**src/rtl/pbus_pkg.sv**
```systemverilog
package pbus_pkg;

    localparam int DATA_W = 16;
    localparam int CNT_W  = 4;

    typedef enum logic [2:0] {
        PH_IDLE  = 3'd0,
        PH_SETUP = 3'd1,
        PH_DATA  = 3'd2,
        PH_HOLD  = 3'd3,
        PH_TURN  = 3'd4,
        PH_DONE  = 3'd5
    } phase_e;

    // Setup stage never shorter than one cycle.
    function automatic logic [CNT_W-1:0] eff_setup(input logic [CNT_W-1:0] v);
        return (v == '0) ? CNT_W'(1) : v;
    endfunction

    // Data stage at least two cycles so the write strobe is never empty.
    function automatic logic [CNT_W-1:0] eff_data(input logic [CNT_W-1:0] v);
        return (v < CNT_W'(2)) ? CNT_W'(2) : v;
    endfunction

endpackage

```
**src/rtl/pbus_phase_seq.sv**
```systemverilog
module pbus_phase_seq
    import pbus_pkg::*;
(
    input  logic             clk,
    input  logic             rst,
    input  logic             start,
    input  logic [CNT_W-1:0] cfg_setup,
    input  logic [CNT_W-1:0] cfg_data,
    input  logic [CNT_W-1:0] cfg_hold,
    input  logic [CNT_W-1:0] cfg_turn,
    output phase_e           ph_q,
    output phase_e           ph_d,
    output logic [CNT_W-1:0] cnt_q,
    output logic [CNT_W-1:0] cnt_d
);

    logic             last;
    phase_e           after_hold_ph, after_data_ph;
    logic [CNT_W-1:0] after_hold_cnt, after_data_cnt;

    assign last = (cnt_q == '0);

    always_comb begin
        if (cfg_turn != '0) begin
            after_hold_ph  = PH_TURN;
            after_hold_cnt = cfg_turn - CNT_W'(1);
        end else begin
            after_hold_ph  = PH_DONE;
            after_hold_cnt = '0;
        end
        if (cfg_hold != '0) begin
            after_data_ph  = PH_HOLD;
            after_data_cnt = cfg_hold - CNT_W'(1);
        end else begin
            after_data_ph  = after_hold_ph;
            after_data_cnt = after_hold_cnt;
        end
    end

    always_comb begin
        ph_d  = ph_q;
        cnt_d = last ? cnt_q : cnt_q - CNT_W'(1);
        case (ph_q)
            PH_IDLE, PH_DONE: begin
                if (start) begin
                    ph_d  = PH_SETUP;
                    cnt_d = eff_setup(cfg_setup) - CNT_W'(1);
                end else begin
                    ph_d  = PH_IDLE;
                    cnt_d = '0;
                end
            end
            PH_SETUP: if (last) begin
                ph_d  = PH_DATA;
                cnt_d = eff_data(cfg_data) - CNT_W'(1);
            end
            PH_DATA: if (last) begin
                ph_d  = after_data_ph;
                cnt_d = after_data_cnt;
            end
            PH_HOLD: if (last) begin
                ph_d  = after_hold_ph;
                cnt_d = after_hold_cnt;
            end
            PH_TURN: if (last) begin
                ph_d  = PH_DONE;
                cnt_d = '0;
            end
            default: begin
                ph_d  = PH_IDLE;
                cnt_d = '0;
            end
        endcase
    end

    always_ff @(posedge clk) begin
        if (rst) begin
            ph_q  <= PH_IDLE;
            cnt_q <= '0;
        end else begin
            ph_q  <= ph_d;
            cnt_q <= cnt_d;
        end
    end

endmodule

```
**src/rtl/pbus_pin_drv.sv**
```systemverilog
module pbus_pin_drv
    import pbus_pkg::*;
#(
    parameter int ADDR_W = 16
) (
    input  logic              clk,
    input  logic              rst,
    input  phase_e            ph_d,
    input  logic [CNT_W-1:0]  cnt_d,
    input  logic              wr_d,
    input  logic              load,
    input  logic [ADDR_W-1:0] req_addr,
    input  logic [DATA_W-1:0] req_wdata,
    output logic              cs_n,
    output logic              oe_n,
    output logic              we_n,
    output logic [ADDR_W-1:0] addr,
    output logic [DATA_W-1:0] dq_o,
    output logic              dq_oe
);

    logic in_access, in_read_win, in_write_strobe;

    // Pins are registered from the next-stage values, so they are glitch-free
    // and stay aligned with the stage register.
    assign in_access       = (ph_d == PH_SETUP) || (ph_d == PH_DATA) || (ph_d == PH_HOLD);
    assign in_read_win     = !wr_d && ((ph_d == PH_SETUP) || (ph_d == PH_DATA));
    assign in_write_strobe = wr_d && (ph_d == PH_DATA) && (cnt_d != '0);

    always_ff @(posedge clk) begin
        if (rst) begin
            cs_n  <= 1'b1;
            oe_n  <= 1'b1;
            we_n  <= 1'b1;
            dq_oe <= 1'b0;
            addr  <= '0;
            dq_o  <= '0;
        end else begin
            cs_n  <= !in_access;
            oe_n  <= !in_read_win;
            we_n  <= !in_write_strobe;
            dq_oe <= wr_d && in_access;
            if (load) begin
                addr <= req_addr;
                dq_o <= req_wdata;
            end
        end
    end

endmodule

```
**src/rtl/pbus_rd_capture.sv**
```systemverilog
module pbus_rd_capture
    import pbus_pkg::*;
(
    input  logic              clk,
    input  logic              rst,
    input  logic              grab,
    input  logic [DATA_W-1:0] dq_i,
    output logic [DATA_W-1:0] rdata
);

    always_ff @(posedge clk) begin
        if (rst)       rdata <= '0;
        else if (grab) rdata <= dq_i;
    end

endmodule

```
**src/rtl/pbus_master.sv**
```systemverilog
module pbus_master
    import pbus_pkg::*;
#(
    parameter int ADDR_W = 16
) (
    input  logic              clk,
    input  logic              rst,
    input  logic              req_valid,
    input  logic              req_write,
    input  logic [ADDR_W-1:0] req_addr,
    input  logic [15:0]       req_wdata,
    input  logic [3:0]        cfg_setup,
    input  logic [3:0]        cfg_data,
    input  logic [3:0]        cfg_hold,
    input  logic [3:0]        cfg_turn,
    output logic              busy,
    output logic              ack,
    output logic [15:0]       rdata,
    output logic              bus_cs_n,
    output logic              bus_oe_n,
    output logic              bus_we_n,
    output logic [ADDR_W-1:0] bus_addr,
    output logic [15:0]       bus_dq_o,
    output logic              bus_dq_oe,
    input  logic [15:0]       bus_dq_i
);

    phase_e           ph_q, ph_d;
    logic [CNT_W-1:0] cnt_q, cnt_d;
    logic             start, wr_q, wr_d, grab;

    assign busy  = (ph_q != PH_IDLE) && (ph_q != PH_DONE);
    assign ack   = (ph_q == PH_DONE);
    assign start = req_valid && !busy;
    assign wr_d  = start ? req_write : wr_q;
    assign grab  = (ph_q == PH_DATA) && (cnt_q == '0) && !wr_q;

    always_ff @(posedge clk) begin
        if (rst)        wr_q <= 1'b0;
        else if (start) wr_q <= req_write;
    end

    pbus_phase_seq u_seq (
        .clk       (clk),
        .rst       (rst),
        .start     (start),
        .cfg_setup (cfg_setup),
        .cfg_data  (cfg_data),
        .cfg_hold  (cfg_hold),
        .cfg_turn  (cfg_turn),
        .ph_q      (ph_q),
        .ph_d      (ph_d),
        .cnt_q     (cnt_q),
        .cnt_d     (cnt_d)
    );

    pbus_pin_drv #(.ADDR_W(ADDR_W)) u_pins (
        .clk       (clk),
        .rst       (rst),
        .ph_d      (ph_d),
        .cnt_d     (cnt_d),
        .wr_d      (wr_d),
        .load      (start),
        .req_addr  (req_addr),
        .req_wdata (req_wdata),
        .cs_n      (bus_cs_n),
        .oe_n      (bus_oe_n),
        .we_n      (bus_we_n),
        .addr      (bus_addr),
        .dq_o      (bus_dq_o),
        .dq_oe     (bus_dq_oe)
    );

    pbus_rd_capture u_cap (
        .clk   (clk),
        .rst   (rst),
        .grab  (grab),
        .dq_i  (bus_dq_i),
        .rdata (rdata)
    );

endmodule

```
**config.mk**
```make
export PLATFORM = sky130hd
export DESIGN_NAME = pbus_master
export DESIGN_NICKNAME = d
export VERILOG_FILES = /design/src/rtl/pbus_pkg.sv /design/src/rtl/pbus_phase_seq.sv /design/src/rtl/pbus_pin_drv.sv /design/src/rtl/pbus_rd_capture.sv /design/src/rtl/pbus_master.sv
export SDC_FILE = /design/constraint.sdc
export NUM_CORES = 1
export LEC_CHECK = 0
export BUFFER_PORTS_ARGS = -buffer_cell sky130_fd_sc_hd__buf_2
export CAP_MARGIN = 20
export CORE_AREA = 2 2 78 80
export CTS_CLUSTER_DIAMETER = 150
export CTS_CLUSTER_SIZE = 8
export DETAILED_ROUTE_END_ITERATION = 7
export DIE_AREA = 0 0 80 82
export PLACE_DENSITY = 0.79
export SLEW_MARGIN = 40
export SYNTH_ARGS = -nofsm -noshare
export SYNTH_HDL_FRONTEND = slang
export SYNTH_SLANG_ARGS = --single-unit
```
**constraint.sdc**
```tcl
create_clock -name clk -period 4.86 [get_ports clk]
set_clock_uncertainty 0.1 [all_clocks]
set_input_delay 0.729 -clock clk [delete_from_list [all_inputs] [get_ports clk]]
set_output_delay 0.729 -clock clk [all_outputs]
set_load 0.01 [all_outputs]
```
---- After elaboration in Yosys (flattened, before gate mapping) ----
Index checks and enable logic that the tools add are counted.
Widths: inputs -> output; s select.
storage, ports and cells
  output and inout bits ................... 54
  word-level logic and storage cells ...... 68
  flip-flop bits (word level) ............. 60
operators by class
  muxes and demuxes ....................... 19
  add/subtract/negate cells ............... 5
  $lt $le $gt $ge ......................... 1
  reductions and logical operators ........ 24
  eq/ne operators ......................... 9
operator list
  operator             number
  $mux 4               9
  $pmux 4 s5           1
  $sub 4x1->4 const B  5
  $mux 3               5
  $pmux 3 s5           1
  $eq 3x2->1 const B   4
  $reduce_bool 4->1    3
  $logic_and 1x1->1    8
  $logic_not 4->1      2
  $eq 3x1->1 const B   2
  $eq 3x3->1 const B   2
  $logic_not 1->1      6
  $lt 4x2->1 const B   1
  $logic_not 3->1      1
  $mux 1               3
  $ne 3x3->1 const B   1
  $reduce_bool 3->1    1
  $logic_or 1x1->1     2
  $reduce_or 2->1      1

---- Logic depth before layout (Yosys ltp) ----
  depth after elaboration ................. 10
  depth in mapped cells ................... 9
  depth with buffers taken out ............ 9

---- Modules after synthesis ----
From an unflattened synthesis, not the netlist that was laid out.
unflattened totals
  cells, all modules ...................... 296
  area total of the unflattened synthesis .. 2844.0 um2
by module, submodules not included
  module           cells an instance  times used  seq. area each (um2)  area each (um2)
  pbus_pin_drv     116                1           720.7                 1297.5
  pbus_phase_seq   116                1           140.1                 849.6
  pbus_rd_capture  52                 1           320.3                 580.6
  pbus_master      12                 1           20.0                  116.4

---- Worst setup path after synthesis ----
No wires, ideal clock.
  path type ............................... input -> register
  start ................................... input cfg_turn[0]
  end ..................................... register u_pins.we_n
  stages .................................. 8
  setup slack ............................. 2.314 ns
  library setup time ...................... 0.073 ns
  data arrival time ....................... 2.373 ns
  path buffers ............................ 0
  cells stage by stage .................... inv_1 -> ha_1 -> nor3b_1 -> nor3_1 -> o311ai_4 -> nand3_1 -> or3_1 -> o211ai_2
on the way
  longest elaborated chain between the ends .. 9
ends and longest elaborated chain
  element                                                              line                source
  start, declared                                                      pbus_master.sv:15   input logic [3:0] cfg_turn,
  parallel branches: the longest is 7 deep, another holds $sub 4x1->4  --
  $logic_and 1x1->1 *                                                  pbus_pin_drv.sv:28  assign in_write_strobe = wr_d && (ph_d == PH_DATA) && (cnt_d != '0);
  $logic_not 1->1 *                                                    pbus_pin_drv.sv:41  we_n <= !in_write_strobe;
  end signal, assigned                                                 pbus_pin_drv.sv:41
  end, declared                                                        pbus_pin_drv.sv:16  output logic we_n,
Every way passes the cells marked *.
A chain may end at the register's enable or synchronous reset.

---- Final worst setup path ----
  start ................................... register u_seq.ph_q[0]
  end ..................................... register u_pins.we_n
on the way
  longest elaborated chain between the ends .. 10
ends and longest elaborated chain
  element                                          line                  source
  start, declared                                  pbus_phase_seq.sv:11  output phase_e ph_q,
  start signal, assigned                           pbus_phase_seq.sv:81  ph_q <= ph_d;
  $ne 3x3->1 or $reduce_bool 3->1 (tied branches)  pbus_master.sv:32     assign busy = (ph_q != PH_IDLE) && (ph_q != PH_DONE);
  $logic_and 1x1->1                                pbus_master.sv:32
  $logic_not 1->1                                  pbus_master.sv:34     assign start = req_valid && !busy;
  $logic_and 1x1->1                                pbus_master.sv:34
  $mux 1                                           pbus_phase_seq.sv:45  if (start) begin
  $pmux 3 s5                                       pbus_phase_seq.sv:43  case (ph_q)
  $eq 3x2->1                                       pbus_pin_drv.sv:28
  $logic_and 1x1->1                                pbus_pin_drv.sv:28
  $logic_and 1x1->1 *                              pbus_pin_drv.sv:28
  $logic_not 1->1 *                                pbus_pin_drv.sv:41
Every way passes the cells marked *; elsewhere a longest branch is shown, timed or not.

==> summary.md <==
| Metric | Value |
|---|---|
| Fraction of layout cells with a size suffix above 1 | 31.2% |
| CTS tree | yes |
| First DRT Iteration DRCs | 193 |
| Mean routed wirelength per cell | 12.9 um |
| Die Width | 80 um |
| Clk buf depth | 2 |
| Global-route wire length before repair | 11300 um |
| Crit path buf inv count | 1 |
| Total Power | 1.92 mW |
| WP data required | 5010 ps |
| All-Layer GR Usage | 21.8% |
| Vias in the first global route | 2637 |
| Post-layout util | 64.2% |
| Via Count | 2818 |
| Clock Sink Count | 60 |
| Fin crit period | 2690 ps |
| Most frequent cells after synthesis | nand2_1 (103), dfxtp_1 (60), a21oi_1 (54) |
| Row count | 28 |
| Final Max Tran Viols | 0 |
| Number of max-cap violations | 0 |
| Outcome | complete, no violations |
| Sequential area share after synthesis | 42.6% |
| FF-to-FF End | u_pins.we_n |
| R2r worst-path depth | 7 |
| Die Area | 6560 um2 |
| I/O Buffers | 121 |
| Slew at the pin closest to its max-slew limit | 763 ps |
| Crit-path max cell delay | 670 ps |
| YS warnings | 0 |
| Cts hold-fix bufs | 0 |
| FF-to-FF setup slack | 2170 ps |
| Number of synthesized flops with an enable pin | 0 |
| Critical path arrival | 2840 ps |
| Remaining DRCs | 0 |
| Largest net degree at the start of global routing | 59 |
| Setup TNS | 0 ps |
| Fmax | 372 MHz |
| Routed wire length | 7080 um |
| #FFs+latches synth | 60 |
| Core area | 5750 um2 |
| Critical-path top delay cell | nor2b_1 |
| Setup ws final | 2170 ps |
| Hold WC Path Type | reg -> reg |
| CTS Buf Count | 9 |
| Post-Syn Nets | 433 |
| P per Cell Area | 519 nW/um2 |
| Setup bufs post-CTS | 0 |
| # H-tree levels | 3 |
| Synth area leader | dfxtp_1 |
| R2r startpoint | u_seq.ph_q[0] |
| Die Y | 82 um |
| Worst-skew pair later-pin latency | 320 ps |
| Number of gates resized after CTS | 0 |
| Syn-to-layout area delta | 30.8% |
| Pre-CTS WS | 1920 ps |
| Final hold vios | 0 |
| Critical Path End Type | flop |
| Clock Tree Root | clkbuf_8 |
| Initial antenna violation count | 0 |
| CP Depth | 7 |
| Most used standard cell by instance count after synthesis | nand2_1 |
| RSZ-0062 raised after global routing | no |
| Unique masters post-synth | 49 |
| Fin crit share | 55.4% |
| Crit Path Max Fanout | 36 |
| Drt pass-1 iters | 4 |
| Mean Syn Cell Area | 7.90 um2 |
| Max-slew headroom | 49.0% |
| Asr flop ratio synth | 0% |
| GR Overflow Total | 0 |
| Finished Layout Cells | 549 |
| HPWL after DPL | 5180 um |
| Synth top area share | 42.6% |
| Hold depth | 2 |
| Mapped Cells | 357 |
| Net count, final | 545 |
| Worst Hold Launch | u_pins.dq_o[15] |
| CP top delay family | simple AND/OR/NAND/NOR gates |
| Critical path class | reg -> reg |
| Diode count | 0 |
| Top cells by area, synth | dfxtp_1 (43%), nand2_1 (14%), a21oi_1 (9.6%) |
| Placed insts | 533 |
| Worst setup SP type | flop |
| # setup viols final | 0 |
| Ys flop type | dfxtp_1 |
| CP Cell Sequence | nor2b_1 > nor4b_4 > buf_4 > a32oi_1 > nand3_1 > or3_1 > o211ai_2 |
| DR vias/cell | 5.13 |
| Routed Antenna Nets | 0 |
| Peak VDD IR | 0.326 mV |
| Reg clk slew, reported paths | 60 ps |
| Hold path endpoint | u_pins.dq_o[15] |
| Leak pwr | 1.67 nW |
| Number of top-level pins | 122 |
| Placer Congestion | 0.967 |
| Synthesized area | 2820 um2 |
| Initial Utilization | 49.1% |
-- layout by cell type, fill, tap and decap left out, types with 2 or more instances in the layout --
| master | Yosys | routed |
|---|---|---|
| nand4_1 | 2 | 2 |
| or3_1 | 3 | 3 |
| nand2_1 | 103 | 103 |
| nor2_1 | 12 | 12 |
| nor2b_1 | 12 | 12 |
| a21oi_1 | 54 | 54 |
| bufinv_16 | 0 | 3 |
| nor3_1 | 7 | 7 |
| dfxtp_1 | 60 | 60 |
| ha_1 | 8 | 8 |
| buf_2 | 5 | 120 |
| a31oi_1 | 2 | 2 |
| o31ai_1 | 3 | 3 |
| o32a_1 | 2 | 2 |
| clkbuf_8 | 0 | 11 |
| buf_4 | 0 | 3 |
| xnor2_1 | 2 | 2 |
| nand2b_1 | 5 | 5 |
| nand3_1 | 2 | 2 |
| inv_1 | 11 | 11 |
| o21ai_0 | 8 | 8 |
| a211oi_1 | 2 | 2 |
| nor3b_1 | 6 | 6 |
| mux2i_1 | 2 | 2 |
| o211ai_1 | 2 | 2 |
| xor2_1 | 2 | 2 |
| o22ai_1 | 2 | 2 |
-- flip-flops by register name (all words and copies together), names as in the netlist --
name          cells
u_seq.cnt_q       4
u_pins.we_n       1
u_pins.dq_oe      1
u_pins.addr      16
u_seq.ph_q        3
u_pins.cs_n       1
u_pins.dq_o      16
wr_q              1
u_pins.oe_n       1
u_cap.rdata      16
-- how the worst max path moves through the flow --
stage                  startpoint     endpoint  slack, ps
floorplan             cfg_turn[0]  u_pins.we_n       2310
global placement      cfg_turn[0]  u_pins.we_n       2060
detailed placement    cfg_turn[0]  u_pins.we_n       1920
CTS                 u_seq.ph_q[0]         busy       2230
global route          cfg_turn[0]  u_pins.we_n       1910
finish              u_seq.ph_q[0]  u_pins.we_n       2170
-- through the flow --
| step | hold slack [ps] | cell area [um2] |
|---|---|---|
| finish | 348 | 3690 |
| global route | 370 | 3690 |
| CTS | 351 | 3690 |
| detailed placement | 343 | 3440 |
| global placement | 339 | 3430 |
| floorplan | 381 | 2820 |
-- report_power, final --
| group | switching [mW] | total [mW] | internal, mW |
|---|---|---|---|
| Sequential | 0.0728 | 0.655 | 0.582 |
| Combinational | 0.423 | 0.708 | 0.285 |
| Clock | 0.185 | 0.553 | 0.368 |
-- worst min-delay path: stages, from the launching register on --
cell,delay [ps]
dfxtp_1,300
nand2_1,50
a21oi_1,50
-- final cells by class --
type	instances	area, um2
well taps	75	93.8
clock inverters	4	95.1
inverters	11	41.3
clock buffers	12	155
fillers	502	2050
flip-flops and latches	60	1200
repair buffers	123	623
multi-input cells	264	1480
-- logic make-up (layout without fill, tap and decap cells) --
logic type / after synthesis / count (layout) / synth area share, %
multiplexers: 2 / 2 / 0.710
AO/OA/AOI/OAI: 89 / 89 / 20.0
flip-flops: 60 / 60 / 42.6
XOR/XNOR: 4 / 4 / 1.24
buffers and inverters: 33 / 150 / 5.14
AND/OR/NAND/NOR: 161 / 161 / 26.8
adder cells (fa/ha/maj): 8 / 8 / 3.55
-- layer usage --
metal	vias to the layer above	GRT usage, %	wire length, um
met2	125	38.4	3430
met3	6	8.57	667
li1	1441	-	-
met4	0	7.12	55
met5	-	0	0
met1	1246	24.2	2940
Note: power is estimated with default switching activity, not from simulation.
